File: src/rtl/lsm_pkg.sv
// Shared constants and types for the load/store multiple sequencer.
// Assumes the fixed register table is a run of consecutive registers
// followed by a single tail register.
package lsm_pkg;
    localparam int LIST_W      = 5;
    localparam int CNT_W       = 4;
    localparam int REG_W       = 5;
    localparam int RUN_FIRST   = 16;
    localparam int RUN_LEN     = 8;
    localparam int TAIL_REG    = 30;
    localparam int TBL_LEN     = RUN_LEN + 1;
    localparam int RA_REG      = 31;
    localparam int WORD_BYTES  = 4;
    localparam int DWORD_BYTES = 8;
    localparam int BEAT_W      = $clog2(TBL_LEN + 2);

    typedef enum logic [1:0] {
        ST_IDLE = 2'd0,
        ST_XFER = 2'd1,
        ST_DONE = 2'd2
    } lsm_state_t;
endpackage

File: src/rtl/lsm_list_decode.sv
// Decodes the list field of an incoming command into a table count and
// a total beat count. Assumes the field is only meaningful when a
// command is accepted; purely combinational.
module lsm_list_decode
    import lsm_pkg::*;
(
    input  logic [LIST_W-1:0] list_i,
    output logic [BEAT_W-1:0] tbl_n_o,
    output logic [BEAT_W-1:0] total_o
);
    logic [CNT_W-1:0] cnt;
    logic             cnt_ok;

    // Out-of-range counts collapse to zero table beats.
    always_comb begin
        cnt     = list_i[CNT_W-1:0];
        cnt_ok  = (cnt != '0) && (int'(cnt) <= TBL_LEN);
        tbl_n_o = cnt_ok ? BEAT_W'(cnt) : '0;
        total_o = tbl_n_o + BEAT_W'(list_i[LIST_W-1]);
    end
endmodule

File: src/rtl/lsm_reg_sel.sv
// Maps a beat index to an architectural register number: indices below
// the table count come from the fixed table, the next one is the
// return-address register. Assumes idx_i < table count + 1.
module lsm_reg_sel
    import lsm_pkg::*;
(
    input  logic [BEAT_W-1:0] idx_i,
    input  logic [BEAT_W-1:0] tbl_n_i,
    output logic [REG_W-1:0]  reg_o
);
    logic [REG_W-1:0] tbl [TBL_LEN];

    // Table entries: a consecutive run, then one tail register.
    for (genvar g = 0; g < TBL_LEN; g++) begin : g_tbl
        if (g < RUN_LEN) begin : g_run
            assign tbl[g] = REG_W'(RUN_FIRST + g);
        end else begin : g_tail
            assign tbl[g] = REG_W'(TAIL_REG);
        end
    end

    // Select the table entry or fall through to the return-address register.
    always_comb begin
        reg_o = REG_W'(RA_REG);
        if (idx_i < tbl_n_i) begin
            for (int i = 0; i < TBL_LEN; i++) begin
                if (idx_i == BEAT_W'(i)) reg_o = tbl[i];
            end
        end
    end
endmodule

File: src/rtl/lsm_ctrl.sv
// Sequencing FSM: latches a command while idle, steps one beat per
// memory acknowledge, advances the address by the access size and
// pulses done for one cycle. Assumes mem_ack_i is only meaningful
// while a request is up.
module lsm_ctrl
    import lsm_pkg::*;
#(
    parameter int AW = 32
) (
    input  logic              clk,
    input  logic              rst_n,
    input  logic              cmd_valid_i,
    input  logic [AW-1:0]     cmd_base_i,
    input  logic              cmd_store_i,
    input  logic              cmd_dword_i,
    input  logic [BEAT_W-1:0] tbl_n_i,
    input  logic [BEAT_W-1:0] total_i,
    input  logic              mem_ack_i,
    output logic              cmd_ready_o,
    output logic              req_o,
    output logic              fire_o,
    output logic              last_o,
    output logic [BEAT_W-1:0] idx_o,
    output logic [BEAT_W-1:0] tbl_n_o,
    output logic [AW-1:0]     addr_o,
    output logic              store_o,
    output logic              dword_o,
    output logic              done_o
);
    lsm_state_t        state;
    logic [BEAT_W-1:0] idx, total_q, tbl_n_q;
    logic [AW-1:0]     addr;
    logic              store_q, dword_q;
    logic [AW-1:0]     stride;

    // Beat status derived from the current state.
    always_comb begin
        stride      = dword_q ? AW'(DWORD_BYTES) : AW'(WORD_BYTES);
        cmd_ready_o = (state == ST_IDLE);
        req_o       = (state == ST_XFER);
        fire_o      = req_o && mem_ack_i;
        last_o      = (idx == total_q - BEAT_W'(1));
        done_o      = (state == ST_DONE);
    end

    // State, beat index, address and latched command fields.
    always_ff @(posedge clk) begin
        if (!rst_n) begin
            state   <= ST_IDLE;
            idx     <= '0;
            total_q <= '0;
            tbl_n_q <= '0;
            addr    <= '0;
            store_q <= 1'b0;
            dword_q <= 1'b0;
        end else begin
            unique case (state)
                ST_IDLE: if (cmd_valid_i) begin
                    idx     <= '0;
                    total_q <= total_i;
                    tbl_n_q <= tbl_n_i;
                    addr    <= cmd_base_i;
                    store_q <= cmd_store_i;
                    dword_q <= cmd_dword_i;
                    state   <= (total_i == '0) ? ST_DONE : ST_XFER;
                end
                ST_XFER: if (mem_ack_i) begin
                    idx  <= idx + BEAT_W'(1);
                    addr <= addr + stride;
                    if (last_o) state <= ST_DONE;
                end
                ST_DONE: state <= ST_IDLE;
                default: state <= ST_IDLE;
            endcase
        end
    end

    assign idx_o   = idx;
    assign tbl_n_o = tbl_n_q;
    assign addr_o  = addr;
    assign store_o = store_q;
    assign dword_o = dword_q;

    // completion lasts exactly one cycle.
    a_r8_done_pulse: assert property (@(posedge clk) disable iff (!rst_n)
        done_o |=> !done_o);
    // a pending request holds with the same address.
    a_r10_req_hold: assert property (@(posedge clk) disable iff (!rst_n)
        (req_o && !mem_ack_i) |=> (req_o && $stable(addr_o)));
    // an acknowledged non-final beat moves the address by the size.
    a_r4_stride: assert property (@(posedge clk) disable iff (!rst_n)
        (fire_o && !last_o) |=> (req_o && addr_o == $past(addr_o) +
            ($past(dword_o) ? AW'(DWORD_BYTES) : AW'(WORD_BYTES))));
    // no command is taken while a request is outstanding.
    a_r9_busy_not_ready: assert property (@(posedge clk) disable iff (!rst_n)
        req_o |-> !cmd_ready_o);
endmodule

File: src/rtl/lsm_seq.sv
// Load/store multiple sequencer top: decodes the list field, selects the
// register for each beat and forms register-file and memory data.
// Assumes a combinational register-file read port and one memory beat
// in flight at a time.
module lsm_seq
    import lsm_pkg::*;
#(
    parameter int AW   = 32,
    parameter int XLEN = 64
) (
    input  logic              clk,
    input  logic              rst_n,
    input  logic              cmd_valid,
    output logic              cmd_ready,
    input  logic [LIST_W-1:0] cmd_list,
    input  logic [AW-1:0]     cmd_base,
    input  logic              cmd_store,
    input  logic              cmd_dword,
    output logic              done,
    output logic              mem_req,
    output logic              mem_we,
    output logic              mem_dword,
    output logic [AW-1:0]     mem_addr,
    output logic [XLEN-1:0]   mem_wdata,
    input  logic              mem_ack,
    input  logic [XLEN-1:0]   mem_rdata,
    output logic [REG_W-1:0]  rf_raddr,
    input  logic [XLEN-1:0]   rf_rdata,
    output logic              rf_we,
    output logic [REG_W-1:0]  rf_waddr,
    output logic [XLEN-1:0]   rf_wdata
);
    localparam int HALF = XLEN / 2;

    logic [BEAT_W-1:0] dec_tbl_n, dec_total, idx, tbl_n_q;
    logic              fire, last_beat, store_q, dword_q;
    logic [REG_W-1:0]  cur_reg;

    lsm_list_decode u_dec (
        .list_i  (cmd_list),
        .tbl_n_o (dec_tbl_n),
        .total_o (dec_total)
    );

    lsm_ctrl #(.AW(AW)) u_ctrl (
        .clk         (clk),
        .rst_n       (rst_n),
        .cmd_valid_i (cmd_valid),
        .cmd_base_i  (cmd_base),
        .cmd_store_i (cmd_store),
        .cmd_dword_i (cmd_dword),
        .tbl_n_i     (dec_tbl_n),
        .total_i     (dec_total),
        .mem_ack_i   (mem_ack),
        .cmd_ready_o (cmd_ready),
        .req_o       (mem_req),
        .fire_o      (fire),
        .last_o      (last_beat),
        .idx_o       (idx),
        .tbl_n_o     (tbl_n_q),
        .addr_o      (mem_addr),
        .store_o     (store_q),
        .dword_o     (dword_q),
        .done_o      (done)
    );

    lsm_reg_sel u_sel (
        .idx_i   (idx),
        .tbl_n_i (tbl_n_q),
        .reg_o   (cur_reg)
    );

    // Beat attributes and data formatting in both directions.
    always_comb begin
        mem_we    = mem_req && store_q;
        mem_dword = dword_q;
        rf_raddr  = cur_reg;
        rf_waddr  = cur_reg;
        rf_we     = fire && !store_q;
        mem_wdata = dword_q ? rf_rdata : {{HALF{1'b0}}, rf_rdata[HALF-1:0]};
        rf_wdata  = dword_q ? mem_rdata
                            : {{HALF{mem_rdata[HALF-1]}}, mem_rdata[HALF-1:0]};
    end

    // a write to the return-address register is always the final beat.
    a_r3_ra_last: assert property (@(posedge clk) disable iff (!rst_n)
        (rf_we && rf_waddr == REG_W'(RA_REG)) |-> last_beat);
    // stores never write the register file.
    a_r7_store_no_rf: assert property (@(posedge clk) disable iff (!rst_n)
        mem_we |-> !rf_we);
endmodule

File: config.mk
export PLATFORM = sky130hd
export DESIGN_NAME = lsm_seq
export DESIGN_NICKNAME = d
export VERILOG_FILES = /design/src/rtl/lsm_pkg.sv /design/src/rtl/lsm_list_decode.sv /design/src/rtl/lsm_reg_sel.sv /design/src/rtl/lsm_ctrl.sv /design/src/rtl/lsm_seq.sv
export SDC_FILE = /design/constraint.sdc
export NUM_CORES = 1
export LEC_CHECK = 0
export ABC_AREA = 1
export BUFFER_PORTS_ARGS = -buffer_cell sky130_fd_sc_hd__buf_2
export CORE_ASPECT_RATIO = 0.5
export CORE_UTILIZATION = 23
export CTS_CLUSTER_DIAMETER = 60
export DETAILED_ROUTE_END_ITERATION = 7
export MAX_ROUTING_LAYER = met4
export PLACE_DENSITY = 0.64
export RECOVER_POWER = 100
export SLEW_MARGIN = 20
export SYNTH_ARGS = -nofsm -noshare
export SYNTH_HDL_FRONTEND = slang
export SYNTH_SLANG_ARGS = --single-unit
File: constraint.sdc
create_clock -name clk -period 3.51 [get_ports clk]
set_clock_uncertainty 0.2 [all_clocks]
set_input_delay 0.351 -clock clk [delete_from_list [all_inputs] [get_ports clk]]
set_output_delay 0.351 -clock clk [all_outputs]
set_load 0.01 [all_outputs]
* Yosys cells after proc, flatten, opt, wreduce, memory -nomap -nowiden
Cells that the tools add are included.
Operators by class: add/subtract/negate cells 4, $lt $le $gt $ge 2, equality and inequality tests 14, multiplexer cells 25, reductions and logical operators 13
Operator list (count):
- 64-bit 2-to-1 mux | 2
- 32-bit 2-to-1 mux | 2
- 32-bit one-hot mux with 2 select lines | 1
- 4-bit 2-to-1 mux | 13
- 32-bit adder | 1
- 4-bit by 3-bit equality test with 1-bit output, second input constant | 4
- 4-bit by 2-bit equality test with 1-bit output, second input constant | 2
- 4-bit zero test | 2
- 2-bit 2-to-1 mux | 4
- 4-bit one-hot mux with 2 select lines | 1
- 3-bit AND reduction | 2
- 5-bit 2-to-1 mux | 1
- 4-bit by 1-bit adder with 4-bit output | 1
- 4-bit by 1-bit adder with 4-bit output, second input constant | 1
- 4-bit by 1-bit equality test with 1-bit output, second input constant | 1
- 4-bit equality test | 1
- 4-bit equality test, second input constant | 1
- 4-bit <= comparator, second input constant | 1
- 1-bit logical AND | 4
- 4-bit < comparator | 1
- 2-bit by 1-bit inequality test with 1-bit output, second input constant | 2
- 2-bit one-hot mux with 2 select lines | 1
- 4-bit nonzero test | 1
- 4-bit by 1-bit subtractor with 4-bit output, second input constant | 1
- other kinds (7) | 7
Storage, ports and cells: register bits after elaboration 48, bits of input ports 171, output and inout bits 176, logic and storage cells 65

* Logic depth before layout (Yosys ltp)
depth in word-level cells 11, gate-level depth with buffers 14

* Modules after synthesis
A second synthesis with hierarchy kept.
Second synthesis, totals: cells, all modules 750, area total of the unflattened synthesis 4499.3 um^2
By module, submodules not included:
- lsm_ctrl | times used 1, cells each 492, area each 3120.5 um^2, seq. area each 960.9 um^2
- lsm_seq | times used 1, cells each 213, area each 1117.3 um^2, seq. area each 0.0 um^2
- lsm_reg_sel | times used 1, cells each 28, area each 148.9 um^2, seq. area each 0.0 um^2
- lsm_list_decode | times used 1, cells each 17, area each 112.6 um^2, seq. area each 0.0 um^2

* Worst setup path after synthesis
No wires, ideal clock.
path type register -> register, from register u_ctrl.dword_q (netlist: u_ctrl.dword_o), to register u_ctrl.addr[16] (netlist: u_ctrl.addr_o[16]), arrival 1922 ps, data required time 3195 ps, slack 1273 ps, cell stages (with the launch flop) 13, clock period less this slack 2237 ps, cell sequence dfxtp_1 > inv_1 > ha_1 > inv_1 > fa_1 > inv_1 > nand2_1 > nor2_4 > nand2_1 > nor3_2 > nand3_1 > a21oi_1 > nor2_1
Between the ends: longest elaborated chain between the ends 4
RTL lines:
- start, declared | RTL line lsm_ctrl.sv:33 | logic store_q, dword_q;
- start signal, assigned | RTL line lsm_ctrl.sv:64 | dword_q <= cmd_dword_i;
- 4-bit 2-to-1 mux | RTL line lsm_ctrl.sv:38 | stride = dword_q ? AW'(DWORD_BYTES) : AW'(WORD_BYTES);
- 32-bit adder | RTL line lsm_ctrl.sv:69 | addr <= addr + stride;
- 32-bit 2-to-1 mux | RTL line lsm_ctrl.sv:67 | ST_XFER: if (mem_ack_i) begin
- 32-bit one-hot mux with 2 select lines | RTL line lsm_ctrl.sv:57 | unique case (state)
- end signal, assigned | RTL line lsm_ctrl.sv:62 | addr <= cmd_base_i;
- end signal, assigned | RTL line lsm_ctrl.sv:69
- end, declared | RTL line lsm_ctrl.sv:32 | logic [AW-1:0] addr;
Every way passes these cells. The select of a mux whose other input is x is not followed. A chain may end at the register's enable or synchronous reset.

* Worst setup path after layout
from register u_ctrl.state[1], to register u_ctrl.addr[14] (netlist: u_ctrl.addr_o[14])
Between the ends: longest elaborated chain between the ends 3
RTL lines:
- start, declared | RTL line lsm_ctrl.sv:30 | lsm_state_t state;
- start signal, assigned | RTL line lsm_ctrl.sv:65 | state <= (total_i == '0) ? ST_DONE : ST_XFER;
- 2-bit by 1-bit equality test with 1-bit output / 2-bit zero test (equally long branches) | RTL line lsm_ctrl.sv:57
- 2-bit by 1-bit inequality test with 1-bit output (no source line) (tied with other cells)
- 3-bit AND reduction (no source line)
Several ways; a longest one is shown, not always the timed one.

==> metrics.log <==
[metrics] status: completed
[metrics] category of the worst setup path capture point: flip-flop
[metrics] area enclosed by the die boundary: 19590 um2
[metrics] synthesis-to-layout area growth: 17.43%
[metrics] Worst Path Arrival: 2.74 ns
[metrics] sequential-to-total area share from yosys stat: 21.99%
[metrics] aggregate global routing overflow: 0
[metrics] final worst path period need: 2.720 ns
[metrics] Total Power Consumption: 2.131 mW
[metrics] worst setup path startpoint: u_ctrl.state[1]
[metrics] final sum of negative setup slack: 0 ns
[metrics] total via count after detailed routing: 5014
[metrics] clk slew on worst S/H paths: 0.07 ns
[metrics] Synth Flop Type: dfxtp_1
[metrics] share of the synthesized area in the top cell type: 21.99%
[metrics] synthesized instance count: 736
[metrics] pwr dens: 415.3 nW/um2
[metrics] unrepaired setup endpoints after global routing: false
[metrics] I/O pin cnt: 347
[metrics] Hold Startpoint: cmd_base[0]
[metrics] number of design rule violations left after detail routing: 0
[metrics] initial standard-cell utilization of the core: 23.65%
[metrics] crit-path most repeated cell: inv_1
[metrics] FF/Latch Area: 960.9 um2
[metrics] clock insertion delay at the later pin of the skew report: 0.29 ns
[metrics] Die Width: 196.9 um
[metrics] placed cell count: 1119
[metrics] worst-margin pin slew: 0.9606 ns
[metrics] Final Non-Filler Cells: 1128
[metrics] wire length per cell: 15.96 um
[metrics] number of port buffers: 218
[metrics] number of max-cap violations: 0
[metrics] longest individual stage delay on the worst path: 0.56 ns
[metrics] global-route wire length before repair: 26450 um
[metrics] worst-path maximum fanout: 25
[metrics] number of antenna violations at the first check in global routing: 0
[metrics] core area: 18480 um2
[metrics] kind of path behind the tightest hold check: in -> reg
[metrics] GRT Util Overall: 17.79%
[metrics] GPL Wtd Cong: 0.9021
[metrics] floorplan die height: 99.48 um
[metrics] Lkg Pwr: 2.455 nW
[metrics] number of antenna-violating nets in the routed design: 0
[metrics] Hold Violations, Final: 0
[metrics] largest area contributor in the synthesized netlist: dfxtp_1
[metrics] Nets: 1051
[metrics] number of placement rows: 35
[metrics] detailed placer's ending HPWL: 14950 um
[metrics] Largest delay share family, worst path: simple AND/OR/NAND/NOR gates
[metrics] launch point of the worst reg-to-reg path: u_ctrl.state[1]
[metrics] summed instance area of the synthesized netlist: 4370 um2
[metrics] CTS resizes: 0
[metrics] clock sink count: 48
[metrics] setup violators final: 0
[metrics] Fmax achieved: 0.3677 GHz
[metrics] number of levels the H-tree was split into: 2
[metrics] critical path data required time: 3.53 ns
[metrics] commonest non-fill, non-tap cells in the layout: nand2_1, buf_2, clkbuf_1
[metrics] Area contributors post-synth: dfxtp_1, nand2_1, buf_4
[metrics] type of the worst setup path: reg -> reg
[metrics] buffers from clock root to sink, at most: 2
[metrics] Buf+Inv Stages, Crit Path: 3
[metrics] mean instance size in the synthesized netlist: 5.938 um2
[metrics] post-CTS repair timing setup buffer count: 0
[metrics] TritonCTS Buffers: 5
[metrics] drt total wl: 18000 um
[metrics] cell with the biggest individual delay on the critical path: nand2_1
[metrics] vias per inst: 4.445
[metrics] Final Max Slew Viols: 0
[metrics] root cell of the clock tree: clkbuf_16
[metrics] quantity of hold-fixing buffers added after cts: 0
[metrics] post-route fraction of the period consumed by the critical path: 77.49%
[metrics] number of cells traversed by the worst register-to-register path: 9
[metrics] worst relative slew slack: 35.80%
[metrics] pin count of the biggest net entering global routing: 67
[metrics] async set or reset register ratio after synthesis: 0%
[metrics] most common cell after layout, fill and taps aside: nand2_1
[metrics] sort of element at the start of the critical path: flip-flop
[metrics] Detailed Route Iter0 Violations: 263
[metrics] count of state elements after synthesis: 48
[metrics] Synth warnings: 0
[metrics] hold path cells: 3
[metrics] share of final-layout standard cells stronger than drive strength 1: 15.32%
[metrics] layout filler cell count: 2210
[metrics] stages on the worst setup path: 9
[metrics] cell-by-cell listing of the critical path: inv_1 -> nand2_4 -> inv_1 -> nand2_1 -> nand2_1 -> inv_1 -> a21oi_1 -> o21ai_0 -> nor2_1
[metrics] Peak VDD IR: 0.0002441 V
[metrics] distinct cell type count of the synthesized netlist: 39
[metrics] clock tree from TritonCTS: done
[metrics] number of enable flip-flop cells after synthesis: 0
[metrics] multi-input combinational cell area: 2364 um2
[metrics] vias in the first global route: 4662
[metrics] 1st-pass router iterations: 4
sequential cells by signal (all words and copies together) (netlist names):
name            flops
u_ctrl.addr_o      32
u_ctrl.dword_o      1
u_ctrl.idx_o        4
u_ctrl.state        2
u_ctrl.store_o      1
u_ctrl.tbl_n_o      4
u_ctrl.total_q      4
layer usage:
layer | up-vias | part of all wire [%] | GRT usage, %
met1 | 2343 | 46 | 23.11
li1 | 2475 | - | -
met4 | 0 | 0.63 | 2.504
met5 | - | 0 | -
met2 | 190 | 45 | 28.43
met3 | 6 | 8.3 | 4.442
where the power goes:
group	leakage, nW	switching (mW)	internal (mW)	total (mW)
Clock	0.0804	0.223	0.339	0.562
Combinational	1.98	0.543	0.288	0.831
Sequential	0.395	0.115	0.624	0.739
Total	2.45	0.880	1.25	2.13
through the flow:
step,setup WS [ns],area [um2],utilization (%),hold WS [ns]
after global routing,0.4162,5130,27.76,0.1292
final,0.7903,5132,27.77,0.1169
after global placement,1.142,5141,27.82,0.2644
after floorplan,1.273,4374,-,0.2475
after detailed placement,1.087,5141,27.82,0.2780
after CTS,0.9897,5313,28.75,0.1158
cell families after synthesis:
family / after synthesis / synth area share (%)
compound gates: 96 / 12.22
buf+inv: 186 / 22.93
xor+xnor: 13 / 2.605
fa+ha+maj: 13 / 3.893
simple gates: 379 / 36.27
other cells: 1 / 0.08580
flops: 48 / 21.99
worst min-delay path, cell delays in order:
cell     delay (ns)
buf_2          0.07
o21ai_0        0.07
nor2_1         0.08
synthesized netlist by cell type, types with 2 or more instances:
library cell  instances
nor2_4                3
nand4_1               6
buf_2                 6
nor3_1                3
buf_1                 7
inv_1                85
xor2_1                7
nor2_1               71
ha_1                 12
nor2_2                3
nand3_1              27
a31oi_1               4
a211oi_1              4
nand3b_1              9
xnor2_1               6
or2_2                 5
nand2_4               2
o21ai_1               2
buf_4                75
o21ai_2               2
nand2_1             244
buf_6                 2
inv_2                 3
o22ai_1               5
o21ai_0              42
a21oi_1              31
dfxtp_1              48
nand2_2               4
clkbuf_1              8
area by class of cell:
class,instances,area share (%)
Multi-Input combinational cell,503,46.05
Timing Repair Buffer,221,19.09
Sequential cell,48,18.72
Inverter,88,6.436
Tap cell,259,6.314
Clock buffer,5,2.438
Clock inverter,3,0.9020
Antenna cell,1,0.04876
final timing paths:
check | endpoint | slack (ns)
worst min-delay path | u_ctrl.addr_o[0] | 0.12
worst max-delay path | u_ctrl.addr_o[14] | 0.79
worst min register to register | u_ctrl.addr_o[1] | 0.29
worst max register to register | u_ctrl.addr_o[14] | 0.79
Power figures use the tool's default switching activity.
